--- config.mk ---
export PLATFORM = sky130hd
export DESIGN_NAME = cond_exec_unit
export DESIGN_NICKNAME = d
export VERILOG_FILES = /design/src/rtl/cexu_pkg.sv /design/src/rtl/cexu_cond_eval.sv /design/src/rtl/cexu_alu.sv /design/src/rtl/cexu_flag_reg.sv /design/src/rtl/cond_exec_unit.sv
export SDC_FILE = /design/constraint.sdc
export NUM_CORES = 1
export LEC_CHECK = 0
export BUFFER_PORTS_ARGS = -buffer_cell sky130_fd_sc_hd__buf_4
export CORE_UTILIZATION = 57
export DETAILED_ROUTE_END_ITERATION = 16
export PLACE_DENSITY_LB_ADDON = 0.25
export SYNTH_ARGS = -nofsm -noshare
export SYNTH_HDL_FRONTEND = slang
export SYNTH_SLANG_ARGS = --single-unit
--- constraint.sdc ---
create_clock -name clk -period 9 [get_ports clk]
set_clock_uncertainty 0.1 [all_clocks]
set_input_delay 2.25 -clock clk [delete_from_list [all_inputs] [get_ports clk]]
set_output_delay 2.25 -clock clk [all_outputs]
set_load 0.02 [all_outputs]
--- src/rtl/cexu_pkg.sv ---
package cexu_pkg;

    typedef enum logic [3:0] {
        CC_EQ = 4'b0000, CC_NE = 4'b0001, CC_CS = 4'b0010, CC_CC = 4'b0011,
        CC_MI = 4'b0100, CC_PL = 4'b0101, CC_VS = 4'b0110, CC_VC = 4'b0111,
        CC_HI = 4'b1000, CC_LS = 4'b1001, CC_GE = 4'b1010, CC_LT = 4'b1011,
        CC_GT = 4'b1100, CC_LE = 4'b1101, CC_AL = 4'b1110, CC_NV = 4'b1111
    } cond_e;

    typedef enum logic [2:0] {
        OP_ADD = 3'b000, OP_ADC = 3'b001, OP_SUB = 3'b010, OP_CMP = 3'b011,
        OP_MOV = 3'b100, OP_AND = 3'b101, OP_ORR = 3'b110, OP_EOR = 3'b111
    } alu_op_e;

    typedef struct packed {
        logic n;
        logic z;
        logic c;
        logic v;
    } flags_t;

    typedef enum logic {
        FR_HOLD   = 1'b0,
        FR_UPDATE = 1'b1
    } flag_step_e;

endpackage

--- src/rtl/cexu_cond_eval.sv ---
module cexu_cond_eval
    import cexu_pkg::*;
(
    input  logic [3:0] cond_i,
    input  flags_t     flags_i,
    output logic       pass_o
);
    logic sgn_ge;

    assign sgn_ge = (flags_i.n == flags_i.v);

    always_comb begin
        unique case (cond_e'(cond_i))
            CC_EQ: pass_o = flags_i.z;
            CC_NE: pass_o = !flags_i.z;
            CC_CS: pass_o = flags_i.c;
            CC_CC: pass_o = !flags_i.c;
            CC_MI: pass_o = flags_i.n;
            CC_PL: pass_o = !flags_i.n;
            CC_VS: pass_o = flags_i.v;
            CC_VC: pass_o = !flags_i.v;
            CC_HI: pass_o = flags_i.c && !flags_i.z;
            CC_LS: pass_o = !flags_i.c || flags_i.z;
            CC_GE: pass_o = sgn_ge;
            CC_LT: pass_o = !sgn_ge;
            CC_GT: pass_o = !flags_i.z && sgn_ge;
            CC_LE: pass_o = flags_i.z || !sgn_ge;
            CC_AL: pass_o = 1'b1;
            CC_NV: pass_o = 1'b0;
        endcase
    end
endmodule

--- src/rtl/cexu_alu.sv ---
module cexu_alu
    import cexu_pkg::*;
#(
    parameter int DATA_W = 32
) (
    input  logic [DATA_W-1:0] opa_i,
    input  logic [DATA_W-1:0] opb_i,
    input  logic [2:0]        op_i,
    input  flags_t            flags_i,
    output logic [DATA_W-1:0] res_o,
    output flags_t            flags_o
);
    localparam int MSB = DATA_W - 1;

    logic [DATA_W-1:0] b_eff;
    logic              cin;
    logic [DATA_W:0]   sum;
    logic              ovf;
    logic              arith;

    always_comb begin
        b_eff = opb_i;
        cin   = 1'b0;
        arith = 1'b0;
        unique case (alu_op_e'(op_i))
            OP_ADD: arith = 1'b1;
            OP_ADC: begin
                arith = 1'b1;
                cin   = flags_i.c;
            end
            OP_SUB, OP_CMP: begin
                arith = 1'b1;
                b_eff = ~opb_i;
                cin   = 1'b1;
            end
            default: arith = 1'b0;
        endcase
    end

    assign sum = {1'b0, opa_i} + {1'b0, b_eff} + {{DATA_W{1'b0}}, cin};
    assign ovf = (opa_i[MSB] == b_eff[MSB]) && (sum[MSB] != opa_i[MSB]);

    always_comb begin
        unique case (alu_op_e'(op_i))
            OP_MOV:  res_o = opb_i;
            OP_AND:  res_o = opa_i & opb_i;
            OP_ORR:  res_o = opa_i | opb_i;
            OP_EOR:  res_o = opa_i ^ opb_i;
            default: res_o = sum[DATA_W-1:0];
        endcase
        flags_o.n = res_o[MSB];
        flags_o.z = (res_o == '0);
        flags_o.c = arith ? sum[DATA_W] : flags_i.c;
        flags_o.v = arith ? ovf : flags_i.v;
    end
endmodule

--- src/rtl/cexu_flag_reg.sv ---
module cexu_flag_reg
    import cexu_pkg::*;
(
    input  logic   clk,
    input  logic   rst_n,
    input  logic   upd_i,
    input  flags_t next_i,
    output flags_t flags_o
);
    flag_step_e step;

    always_comb begin
        step = upd_i ? FR_UPDATE : FR_HOLD;
    end

    always_ff @(posedge clk or negedge rst_n) begin
        if (!rst_n) begin
            flags_o <= '0;
        end else begin
            unique case (step)
                FR_UPDATE: flags_o <= next_i;
                FR_HOLD:   flags_o <= flags_o;
            endcase
        end
    end
endmodule

--- src/rtl/cond_exec_unit.sv ---
module cond_exec_unit
    import cexu_pkg::*;
#(
    parameter int DATA_W = 32
) (
    input  logic              clk,
    input  logic              rst_n,
    input  logic              valid_i,
    input  logic [3:0]        cond_i,
    input  logic [2:0]        op_i,
    input  logic              set_flags_i,
    input  logic [DATA_W-1:0] opa_i,
    input  logic [DATA_W-1:0] opb_i,
    output logic [DATA_W-1:0] res_o,
    output logic              wr_en_o,
    output logic [3:0]        flags_o
);
    flags_t flags_q;
    flags_t flags_nx;
    logic   pass;
    logic   is_cmp;
    logic   fire;

    cexu_cond_eval u_cond (
        .cond_i  (cond_i),
        .flags_i (flags_q),
        .pass_o  (pass)
    );

    cexu_alu #(.DATA_W(DATA_W)) u_alu (
        .opa_i   (opa_i),
        .opb_i   (opb_i),
        .op_i    (op_i),
        .flags_i (flags_q),
        .res_o   (res_o),
        .flags_o (flags_nx)
    );

    assign is_cmp  = (alu_op_e'(op_i) == OP_CMP);
    assign fire    = valid_i && pass;
    assign wr_en_o = fire && !is_cmp;

    cexu_flag_reg u_flags (
        .clk     (clk),
        .rst_n   (rst_n),
        .upd_i   (fire && (set_flags_i || is_cmp)),
        .next_i  (flags_nx),
        .flags_o (flags_q)
    );

    assign flags_o = flags_q;
endmodule

* Yosys cells after proc, flatten, opt, wreduce, memory -nomap -nowiden
Cells that the tools add are included.
** Storage, ports and cells
- Bits in registers :: 4
- Input port bits :: 75
** Operators by class
- Multiplexer cells :: 9
- Bitwise gates (word level) :: 4
- Eq/ne operators :: 26
- Add/sub/neg operators :: 2
- Reduce and logical (&&, ||, !) cells :: 21
** Operators by type and width (count)
- 32-bit case mux with 4 select lines :: 1
- 32-bit by 32-bit adder with 33-bit output :: 1
- 33-bit by 1-bit adder with 33-bit output :: 1
- 32-bit AND :: 1
- 4-bit == test, second input constant :: 8
- 32-bit zero test :: 1
- 32-bit two-way mux :: 1
- 32-bit inverter :: 1
- 32-bit OR :: 1
- 32-bit XOR :: 1
- 4-bit by 3-bit == test with 1-bit output, second input constant :: 4
- 1-bit case mux with 16 select lines :: 1
- 3-bit == test, second input constant :: 4
- 4-bit by 2-bit == test with 1-bit output, second input constant :: 2
- 3-bit by 2-bit == test with 1-bit output, second input constant :: 2
- 1-bit logical AND :: 6
- 1-bit zero test :: 6
- 4-bit by 1-bit == test with 1-bit output, second input constant :: 1
- 4-bit zero test :: 1
- 1-bit two-way mux :: 4
- 4-bit two-way mux :: 1
- 4-bit OR reduction :: 1
- 3-bit by 1-bit == test with 1-bit output, second input constant :: 1
- 3-bit zero test :: 1
- 7 further kinds :: 10

* Logic depth before layout (Yosys ltp)
Gate-level depths: netlist (run 1).
- Word-level depth :: 9
- Depth in mapped cells :: 19
- Depth with buffers taken out :: 15

* Cells and area by module
Synthesis (run 1) repeated with hierarchy kept, for this count alone.
** Second synthesis, totals
- Cell total of the unflattened synthesis :: 633
- Area total of the unflattened synthesis :: 4969.8 um^2
** Modules (own cells, without submodules)
- cexu_alu :: area each 4619.4 um^2, times used 1, cells each 597
- cexu_cond_eval :: area each 155.1 um^2, times used 1, cells each 23
- cexu_flag_reg :: area each 145.1 um^2, times used 1, cells each 8
- cond_exec_unit :: area each 50.0 um^2, times used 1, cells each 5

* Least setup slack after synthesis (run 1)
Ideal clock, no wire load.
- Kind :: input to output
- From :: input port op_i[2]
- To :: output port res_o[24]
- Setup slack :: 0.474 ns
- Stages on the path :: 17
- Required time :: 6.650 ns
- Arrival time :: 6.176 ns
- Buffers on the path :: 5
- Path through :: clkbuf_1 -> buf_1 -> clkbuf_1 -> clkbuf_1 -> clkbuf_1 -> nor2_1 -> fa_1 -> inv_1 -> fa_1 -> nor2b_1 -> o31ai_1 -> a21o_1 -> nand2_1 -> a221oi_1 -> o21bai_1 -> xnor2_1 -> o21ai_0
** Between the ends
- Word-level cells in the longest chain between the ends :: 6
- Elaborated cells on any way between the ends :: 13
** RTL lines
- start, declared :: line cond_exec_unit.sv:10 : input logic [2:0] op_i,
- 3-bit by 2-bit == test with 1-bit output :: line cexu_alu.sv:25 : unique case (alu_op_e'(op_i))
- 2-bit OR reduction
- 32-bit two-way mux :: line cexu_alu.sv:25
- 32-bit by 32-bit adder with 33-bit output :: line cexu_alu.sv:40 : assign sum = {1'b0, opa_i} + {1'b0, b_eff} + {{DATA_W{1'b0}}, cin};
- 33-bit by 1-bit adder with 33-bit output :: line cexu_alu.sv:40
- 32-bit case mux with 4 select lines (*) :: line cexu_alu.sv:44 : unique case (alu_op_e'(op_i))
- end, declared :: line cond_exec_unit.sv:14 : output logic [DATA_W-1:0] res_o,
Mark *: on every way between the ends. The rest lies on a longest branch, timed or not.

* Worst setup path after layout (run 1)
- From :: input port op_i[1]
- To :: output port res_o[31]
The elaborated chain is that of the path after synthesis.

==> results of run 1 <==
report_power, final:
part	switching [mW]	total [mW]	internal (mW)
sequential	0.0106	0.0348	0.0242
clock	0.00963	0.0382	0.0285
combinational	0.286	0.512	0.227
total	0.306	0.585	0.279
Yosys cell counts (2+ instances only):
| cell type | instances |
|---|---|
| inv_1 | 104 |
| ha_1 | 95 |
| nand2_1 | 48 |
| a21oi_1 | 46 |
| xnor2_1 | 46 |
| nor2_1 | 34 |
| o21ai_0 | 34 |
| mux4_2 | 28 |
| clkbuf_1 | 24 |
| a21o_1 | 18 |
| a211oi_1 | 9 |
| a31oi_1 | 9 |
| nor3_1 | 9 |
| xor2_1 | 9 |
| nand4_1 | 7 |
| nor2b_1 | 6 |
| a211o_1 | 5 |
| o21a_1 | 5 |
| or3_1 | 5 |
| and3_1 | 4 |
| and4_1 | 4 |
| buf_1 | 4 |
| dfrtp_1 | 4 |
| mux2_2 | 4 |
| o2111ai_1 | 4 |
| o211ai_1 | 4 |
| o31ai_1 | 4 |
| a21boi_0 | 3 |
| mux2i_1 | 3 |
| mux4_1 | 3 |
| nand2b_1 | 3 |
| nand3_1 | 3 |
| nand3b_1 | 3 |
| nor3b_1 | 3 |
| nor4_1 | 3 |
| o21bai_1 | 3 |
| a221o_1 | 2 |
| a221oi_1 | 2 |
| buf_2 | 2 |
| fa_1 | 2 |
| nor4b_1 | 2 |
| nor4bb_1 | 2 |
| o31a_1 | 2 |
| or2_2 | 2 |
layout make-up:
cell class	instances	area, um^2
Multi-Input combinational cell	493	4260
Fill cell	717	2450
Timing Repair Buffer	118	886
Inverter	104	390
Tap cell	105	131
Sequential cell	4	100
Clock buffer	3	41.3
critical path: stages:
cell	delay, ns
buf_4	0.29
nor2b_4	0.27
buf_4	0.37
xnor2_1	0.11
ha_1	0.26
a211oi_1	0.32
o2111ai_1	0.20
a21oi_1	0.31
or3_1	0.21
a21oi_1	0.10
a211o_1	0.29
a21oi_1	0.26
xor2_1	0.11
o21ai_0	0.32
buf_4	0.21
stage by stage:
stage / instances / util / instance area (um^2)
final: 827 / 0.703 / 5810
after global routing: 827 / 0.703 / 5810
after CTS: 827 / 0.703 / 5810
after detailed placement: 824 / 0.698 / 5770
after global placement: 824 / 0.698 / 5770
after floorplan: 633 / - / 4880
metal layers:
| layer | vias up | global-route usage |
|---|---|---|
| li1 | 2422 | - |
| met3 | 21 | 0.0129 |
| met4 | 0 | 0.0568 |
| met5 | - | 0 |
| met2 | 166 | 0.570 |
| met1 | 2385 | 0.371 |
kinds of logic (layout without fill, tap and decap cells):
family          Yosys count  in the layout
fa+ha+maj                97             97
mux                      38             38
compound gates          162            162
simple gates            141            141
flops                     4              4
buf+inv                 136            225
xor+xnor                 55             55
placed cells by master, fill, tap and decap left out, types with 3 or more instances in the layout:
cell,Yosys,layout
nand2b_1,3,3
mux2_2,4,4
a31oi_1,9,9
ha_1,95,95
a211oi_1,9,9
nand3_1,3,3
buf_4,1,118
o21bai_1,3,3
a211o_1,5,5
nor4_1,3,3
or3_1,5,5
o21ai_0,34,34
xor2_1,9,9
o21a_1,5,5
nand2_1,48,48
clkbuf_8,0,3
and4_1,4,4
a21o_1,18,18
o31ai_1,4,4
inv_1,104,104
nor2b_1,6,5
o211ai_1,4,4
nor2_1,34,34
mux2i_1,3,3
mux4_2,28,28
nor3b_1,3,3
nand4_1,7,7
and3_1,4,4
dfrtp_1,4,4
a21oi_1,46,46
a21boi_0,3,3
xnor2_1,46,46
nor3_1,9,9
mux4_1,3,3
nand3b_1,3,3
o2111ai_1,4,4
worst max path at each step:
stage | to | slack (ns) | depth (start not counted)
floorplan | res_o[24] | 0.47 | 17
global placement | res_o[31] | 0.89 | 15
detailed placement | res_o[31] | 0.74 | 15
CTS | res_o[31] | 0.75 | 15
global route | res_o[31] | 0.45 | 15
finish | res_o[31] | 0.74 | 15
==> impl_metrics.json, run 1 <==
{
  "layout.nets": 896,
  "synth-compound-area-share": 0.217,
  "wl_met3_um": 515,
  "rr_worst_depth": 13,
  "setup_ws_ns": 0.740,
  "dpl.hpwl_um": 11200,
  "largest_reg_flops": 4,
  "yosysTopAreaCell": "ha_1",
  "critPathMaxFanout": 21,
  "initial_utilization": 0.591,
  "synth_edf_count": 0,
  "wl_per_cell_um": 16.4,
  "ys_ff_latch": 4,
  "synthToLayoutAreaGrowth_pct": 19.1,
  "clockRootBuffer": "clkbuf_8",
  "tightest_slew_ns": 0.902,
  "pwr_density_cell_nw_per_um2": 101,
  "finalPower_mw": 0.585,
  "synth-adder-area-share": 0.252,
  "yosys.area.top_type_share": 0.244,
  "synth_top_family_by_area": "adder cells",
  "critical_path_class": "in2out",
  "netlist_area_um2": 4880,
  "p_leak_nw": 2.89,
  "top_layer": "met4",
  "reg2reg_to": "u_flags.flags_o[2]",
  "min_to": "u_flags.flags_o[0]",
  "grt-ovfl-total": 0,
  "holdCritStartpoint": "u_flags.flags_o[0]",
  "fin_crit_ns": 8.26,
  "max_slew_margin": 0.392,
  "hold_violations": 0,
  "fp.dieH_um": 94.5,
  "fin_tns_setup_ns": 0,
  "io_pins": 112,
  "gp_congestion": 0.875,
  "yosys.area_share.simple": 0.144,
  "peakVddDrop_v": 0.000146,
  "dieWidth_um": 94.5,
  "timing.rr.start": "u_flags.flags_o[1]",
  "wl_met1_um": 5920,
  "cts_tree": "yes",
  "antenna_cells": 0,
  "cp-start-kind": "input pin",
  "wl_met2_um": 6920,
  "core_um2": 8260,
  "route.detailed.drc": 0,
  "seq_area_frac_synth": 0.0205,
  "setup_viol": 0,
  "synth_cell_type_count": 61,
  "fmax_mhz": 121,
  "post_cts_buffers": 0,
  "grt_max_degree": 38,
  "regMostFlops": "u_flags.flags_o",
  "holdBufCountCts": 0,
  "groute.usage.overall": 0.299,
  "firstDrtPassIters": 5,
  "worstPathArrival_ns": 5.91,
  "synth_ff_type": "dfrtp_1",
  "cts_max_path_buffers": 2,
  "cts_buffers": 3,
  "clock_sinks": 4,
  "die_area_um2": 8930,
  "hold_slack_ns": 0.498,
  "drtIter0Drc": 247,
  "yosys-top-cells-area": "ha_1 (24%), mux4_2 (13%), xnor2_1 (8.3%)",
  "clk_latency_ns": 0.22,
  "grt_pass1_wl_um": 21300,
  "worstSetupStartpoint": "op_i[1]",
  "synthXorXnorAreaFrac": 0.0988,
  "via_count": 4994,
  "period_share": 0.918,
  "top_regs": "u_flags.flags_o: 4 flops",
  "final_layout_size_suffix_gt1_frac": 0.223,
  "critical_path_required_ns": 6.65,
  "antenna_left": 0,
  "synth_fp_nets": 805,
  "clk_pin_slew_worst_paths_ns": 0.03,
  "via_per_inst": 6.04,
  "hp-class": "reg2reg",
  "endpoint_kind": "primary output",
  "async_flop_share": 1.00,
  "synth_area_per_cell_um2": 7.70,
  "holdPathStages": 2,
  "row_count": 33,
  "maxCapViolCount": 0,
  "yosys_warnings": 0,
  "place_ws_ns": 0.740,
  "grt_pass1_vias": 4615,
  "muxShareOfSynthArea": 0.161,
  "rsz0062_at_grt": "no",
  "htreeDepth": 1,
  "grt_antenna_before_repair": 0,
  "outcome": "finished, final reports clean",
  "drt-total-wl_um": 13600,
  "ctsResizeCount": 0,
  "r2r_setup_slack_ns": 4.75,
  "synthCells": 633,
  "io_buffers": 111,
  "drv_slew": 0
}
No activity file was read; power rests on OpenSTA's default activity.
==> run 2, diff against run 1 <==
==> constraint.sdc (replaced) <==
create_clock -name clk -period 9 [get_ports clk]
set_clock_uncertainty 0.1 [all_clocks]
set_input_delay 0.45 -clock clk [delete_from_list [all_inputs] [get_ports clk]]
set_output_delay 0.45 -clock clk [all_outputs]
set_load 0.02 [all_outputs]
==> run 2 against run 1 <==
Die area did not move. Via count is 0.12% lower. Fmax rose by 48%. Count of clock-buffer cells in the layout did not move. Cell count decreased by 0.48%. Core utilization shrank 0.33 points. Hold slack lost 0.037 ns. Sequential share of layout area about the same. Cell area decreased by 0.47%. Highest routed layer unchanged.
==> impl_metrics.json, run 2 (synthesis results as in run 1) <==
{
  "tightest_slew_ns": 0.719,
  "grt-ovfl-total": 0,
  "endpoint_kind": "primary output",
  "ctsResizeCount": 0,
  "htreeDepth": 1,
  "p_leak_nw": 2.87,
  "core_um2": 8260,
  "clk_latency_ns": 0.23,
  "outcome": "finished, final reports clean",
  "period_share": 0.620,
  "dieWidth_um": 94.5,
  "r2r_setup_slack_ns": 4.91,
  "clk_pin_slew_worst_paths_ns": 0.03,
  "fmax_mhz": 179,
  "critical_path_required_ns": 8.45,
  "place_area_um2": 5730,
  "cp-start-kind": "input pin",
  "drv_slew": 0,
  "final_layout_size_suffix_gt1_frac": 0.217,
  "setup_viol": 0,
  "fin_crit_ns": 5.58,
  "regMostFlops": "u_flags.flags_o",
  "row_count": 33,
  "die_area_um2": 8930,
  "drtIter0Drc": 207,
  "firstDrtPassIters": 5,
  "dpl.hpwl_um": 11000,
  "critical_path_class": "in2out",
  "cts_tree": "yes",
  "largest_reg_flops": 4,
  "finalPower_mw": 0.585,
  "via_per_inst": 6.06,
  "cts_max_path_buffers": 2,
  "setup_ws_ns": 3.42,
  "rsz0062_at_grt": "no",
  "design_area_um2": 5780,
  "antenna_left": 0,
  "place_ws_ns": 3.47,
  "final_util": 0.700,
  "final_common_cell": "buf_4",
  "peakVddDrop_v": 0.0000840,
  "grt_antenna_before_repair": 0,
  "gp_congestion": 0.874,
  "wl_per_cell_um": 16.4,
  "hold_violations": 0,
  "fp.dieH_um": 94.5,
  "drt-total-wl_um": 13500,
  "clock_sinks": 4,
  "clockRootBuffer": "clkbuf_8",
  "antenna_cells": 0,
  "io_pins": 112,
  "fin_tns_setup_ns": 0,
  "top_regs": "u_flags.flags_o: 4 flops",
  "route.detailed.drc": 0,
  "synthToLayoutAreaGrowth_pct": 18.5,
  "grt_pass1_wl_um": 22000,
  "layout_common_cells": "buf_4 (113), inv_1 (104), ha_1 (95), nand2_1 (48)",
  "grt_max_degree": 46,
  "io_buffers": 111,
  "hp-class": "in2async",
  "grt_pass1_vias": 4867,
  "groute.usage.overall": 0.305,
  "initial_utilization": 0.591,
  "pwr_density_cell_nw_per_um2": 101,
  "critPathMaxFanout": 35,
  "via_count": 4988,
  "max_slew_margin": 0.515,
  "worstPathArrival_ns": 5.03,
  "layout.nets": 892,
  "cts_buffers": 3,
  "maxCapViolCount": 0
}
==> run 2: worst paths after layout <==
path,cells past startpoint,from,to
max reg2reg,15,u_flags.flags_o[1],u_flags.flags_o[2]
min in group clk,2,u_flags.flags_o[0],u_flags.flags_o[0]
min,2,rst_n,u_flags.flags_o[0]
max in group asynchronous,2,rst_n,u_flags.flags_o[3]
max,15,op_i[1],res_o[31]
min reg2reg,2,u_flags.flags_o[0],u_flags.flags_o[0]
==> run 2: power by group <==
group          switching [mW]  internal, mW
Sequential             0.0101        0.0242
Combinational           0.285         0.225
Clock                  0.0117        0.0287
Total                   0.307         0.277
==> run 2: cell type report <==
class,count,area [um^2]
Clock buffer,3,41.3
Sequential cell,4,100
Multi-Input combinational cell,493,4260
Tap cell,105,131
Fill cell,716,2480
Timing Repair Buffer,114,858
Inverter,104,390
==> run 2: critical path: stages <==
cell,delay (ns)
buf_4,0.47
nor2b_4,0.60
buf_4,0.44
xnor2_1,0.12
ha_1,0.40
a21oi_1,0.25
o21ai_0,0.21
o2bb2ai_1,0.20
nor4bb_1,0.43
a21oi_1,0.14
a211o_1,0.28
a21oi_1,0.31
xor2_1,0.11
o21ai_0,0.37
buf_4,0.22
==> run 2: stage by stage <==
step / hold WS, ns / std cells
after global placement: 0.151 / 819
after floorplan: 0.0544 / 633
after detailed placement: 0.155 / 819
after CTS: 0.456 / 823
after global routing: 0.474 / 823
final: 0.461 / 823
==> run 2: layer usage <==
layer | share of wire | GRT usage | vias to the layer above
met2 | 0.51 | 0.563 | 175
met1 | 0.42 | 0.378 | 2366
met3 | 0.043 | 0.0242 | 30
li1 | - | - | 2417
met5 | 0 | 0 | -
met4 | 0.026 | 0.0783 | 0
==> run 2: repair_timing <==
item | 4_1_cts | 5_1_grt
hold endpoints to repair | 4 | 0
hold buffers | 1 | 0
buffers inserted | 0 | 0
==> run 3, diff against run 2 <==
--- a/config.mk
+++ b/config.mk
@@ -6,7 +6,7 @@
 export NUM_CORES = 1
 export LEC_CHECK = 0
 export BUFFER_PORTS_ARGS = -buffer_cell sky130_fd_sc_hd__buf_4
-export CORE_UTILIZATION = 57
+export CORE_UTILIZATION = 52
 export DETAILED_ROUTE_END_ITERATION = 16
 export PLACE_DENSITY_LB_ADDON = 0.25
 export SYNTH_ARGS = -nofsm -noshare
==> constraint.sdc (replaced) <==
create_clock -name clk -period 4.8 [get_ports clk]
set_clock_uncertainty 0.1 [all_clocks]
set_input_delay 0.24 -clock clk [delete_from_list [all_inputs] [get_ports clk]]
set_output_delay 0.24 -clock clk [all_outputs]
set_load 0.02 [all_outputs]
==> run 3 against run 2 <==
Cell count up 1.1%. Via count down 2.5%. Total power up 86%. Clock power up 76%. Register-to-register slack worse by 4.3 ns. Critical path type is now reg2reg. Largest cell class unchanged. Largest power group unchanged.
==> impl_metrics.json, run 3 (synthesis results as in run 1) <==
{
  "io_pins": 112,
  "final_layout_size_suffix_gt1_frac": 0.224,
  "drv_slew": 0,
  "drtIter0Drc": 192,
  "row_count": 34,
  "largest_reg_flops": 4,
  "cts_max_path_buffers": 2,
  "fp.dieH_um": 98.8,
  "wl_met3_um": 606,
  "tightest_slew_ns": 0.827,
  "antenna_cells": 0,
  "core_um2": 8890,
  "crit_family": "compound AO/OA/AOI/OAI gates",
  "cp_slowest_cell": "dfrtp_1",
  "grt-ovfl-total": 0,
  "rr_worst_depth": 13,
  "fin_crit_ns": 4.22,
  "cts_buffers": 3,
  "via_per_inst": 5.84,
  "dpl.hpwl_um": 11000,
  "critPathMaxFanout": 6,
  "groute.usage.overall": 0.272,
  "wl_per_cell_um": 15.9,
  "wl_met2_um": 6620,
  "final.fill_count": 808,
  "layout_common_cells": "buf_4 (119), inv_1 (104), ha_1 (95), nand2_1 (48)",
  "fin_tns_setup_ns": 0,
  "path_cells": "a21oi_1, nor2_1, fa_1, a211oi_1, o21ai_0, a32o_1, nor4_1, a211oi_1, nor4_1, o2111ai_1, a2111oi_2, nand4_1, o31ai_2",
  "cts_tree": "yes",
  "rsz0062_at_grt": "no",
  "slowest_delay_ns": 0.48,
  "seqCellArea_um2": 100,
  "hold_slack_ns": 0.267,
  "gp_congestion": 0.908,
  "clock_sinks": 4,
  "worstPathArrival_ns": 4.24,
  "reg2reg_to": "u_flags.flags_o[2]",
  "period_share": 0.879,
  "finalPower_mw": 1.09,
  "clockRootBuffer": "clkbuf_8",
  "firstDrtPassIters": 4,
  "max_slew_margin": 0.443,
  "critical_path_required_ns": 4.82,
  "wl_met1_um": 5850,
  "synthToLayoutAreaGrowth_pct": 19.5,
  "endpoint_kind": "flip-flop",
  "io_buffers": 111,
  "dieWidth_um": 98.8,
  "cp-start-kind": "flip-flop",
  "htreeDepth": 1,
  "layout.nets": 898,
  "timing.rr.start": "u_flags.flags_o[1]",
  "multiInputGateArea_um2": 4260,
  "critical_path_class": "reg2reg",
  "peakVddDrop_v": 0.000230,
  "route.detailed.drc": 0,
  "die_area_um2": 9770,
  "final_util": 0.656,
  "grt_pass1_vias": 4837,
  "initial_utilization": 0.549,
  "grt_antenna_before_repair": 0,
  "clk_pin_slew_worst_paths_ns": 0.03,
  "setup_viol": 0,
  "final_common_cell": "buf_4",
  "top_regs": "u_flags.flags_o: 4 flops",
  "drt-total-wl_um": 13300,
  "antenna_left": 0,
  "path_buf_inv": 0,
  "top_layer": "met4",
  "fmax_mhz": 237,
  "maxCapViolCount": 0,
  "hp-class": "in2async",
  "via_count": 4863,
  "clk_latency_ns": 0.22,
  "grt_pass1_wl_um": 22000,
  "r2r_setup_slack_ns": 0.58,
  "grt_max_degree": 44,
  "outcome": "finished, final reports clean",
  "pwr_density_cell_nw_per_um2": 187,
  "regMostFlops": "u_flags.flags_o",
  "hold_violations": 0,
  "p_leak_nw": 2.90
}
run 3: layout make-up:
type,count,share of cell area
Multi-Input combinational cell,493,0.731
Timing Repair Buffer,120,0.155
Inverter,104,0.0670
Tap cell,108,0.0232
Sequential cell,4,0.0172
Clock buffer,3,0.00708
run 3: per-layer routing:
metal / vias up / track usage
met3: 14 / 0.0142
li1: 2427 / -
met5: - / 0
met2: 129 / 0.508
met1: 2293 / 0.348
met4: 0 / 0.0471
run 3: worst reg2reg max path, stage by stage, from the launching register on:
cell	delay, ns
dfrtp_1	0.48
a21oi_1	0.17
nor2_1	0.07
fa_1	0.41
a211oi_1	0.36
o21ai_0	0.30
a32o_1	0.35
nor4_1	0.24
a211oi_1	0.14
nor4_1	0.38
o2111ai_1	0.24
a2111oi_2	0.35
nand4_1	0.29
o31ai_2	0.26
run 3: worst max-delay path by stage:
| stage | startpoint | cells after the start | endpoint |
|---|---|---|---|
| 2_1_floorplan | op_i[1] | 18 | u_flags.flags_o[2] |
| 3_3_place_gp | op_i[1] | 15 | u_flags.flags_o[2] |
| 3_5_place_dp | op_i[1] | 15 | u_flags.flags_o[2] |
| 4_1_cts | u_flags.flags_o[1] | 13 | u_flags.flags_o[2] |
| 5_1_grt | u_flags.flags_o[1] | 14 | res_o[28] |
| 6_report | u_flags.flags_o[1] | 13 | u_flags.flags_o[2] |
run 3: per-stage QoR:
step,setup slack [ns],std cells,area (um^2)
6_report,0.582,832,5830
4_1_cts,0.609,832,5830
3_5_place_dp,0.433,828,5780
3_3_place_gp,0.523,828,5780
5_1_grt,0.353,832,5830
2_1_floorplan,0.120,633,4880
run 3: report_power, final:
part	switching [mW]	internal, mW
clock	0.0175	0.0535
sequential	0.0207	0.0454
combinational	0.527	0.425
total	0.566	0.523
run 3: what timing repair did:
item | CTS | global route
resized for setup | 0 | 0
setup buffers | 0 | 0
hold buffers | 1 | 0
hold endpoints to repair | 4 | 0
endpoints found under the setup margin | 0 | 0
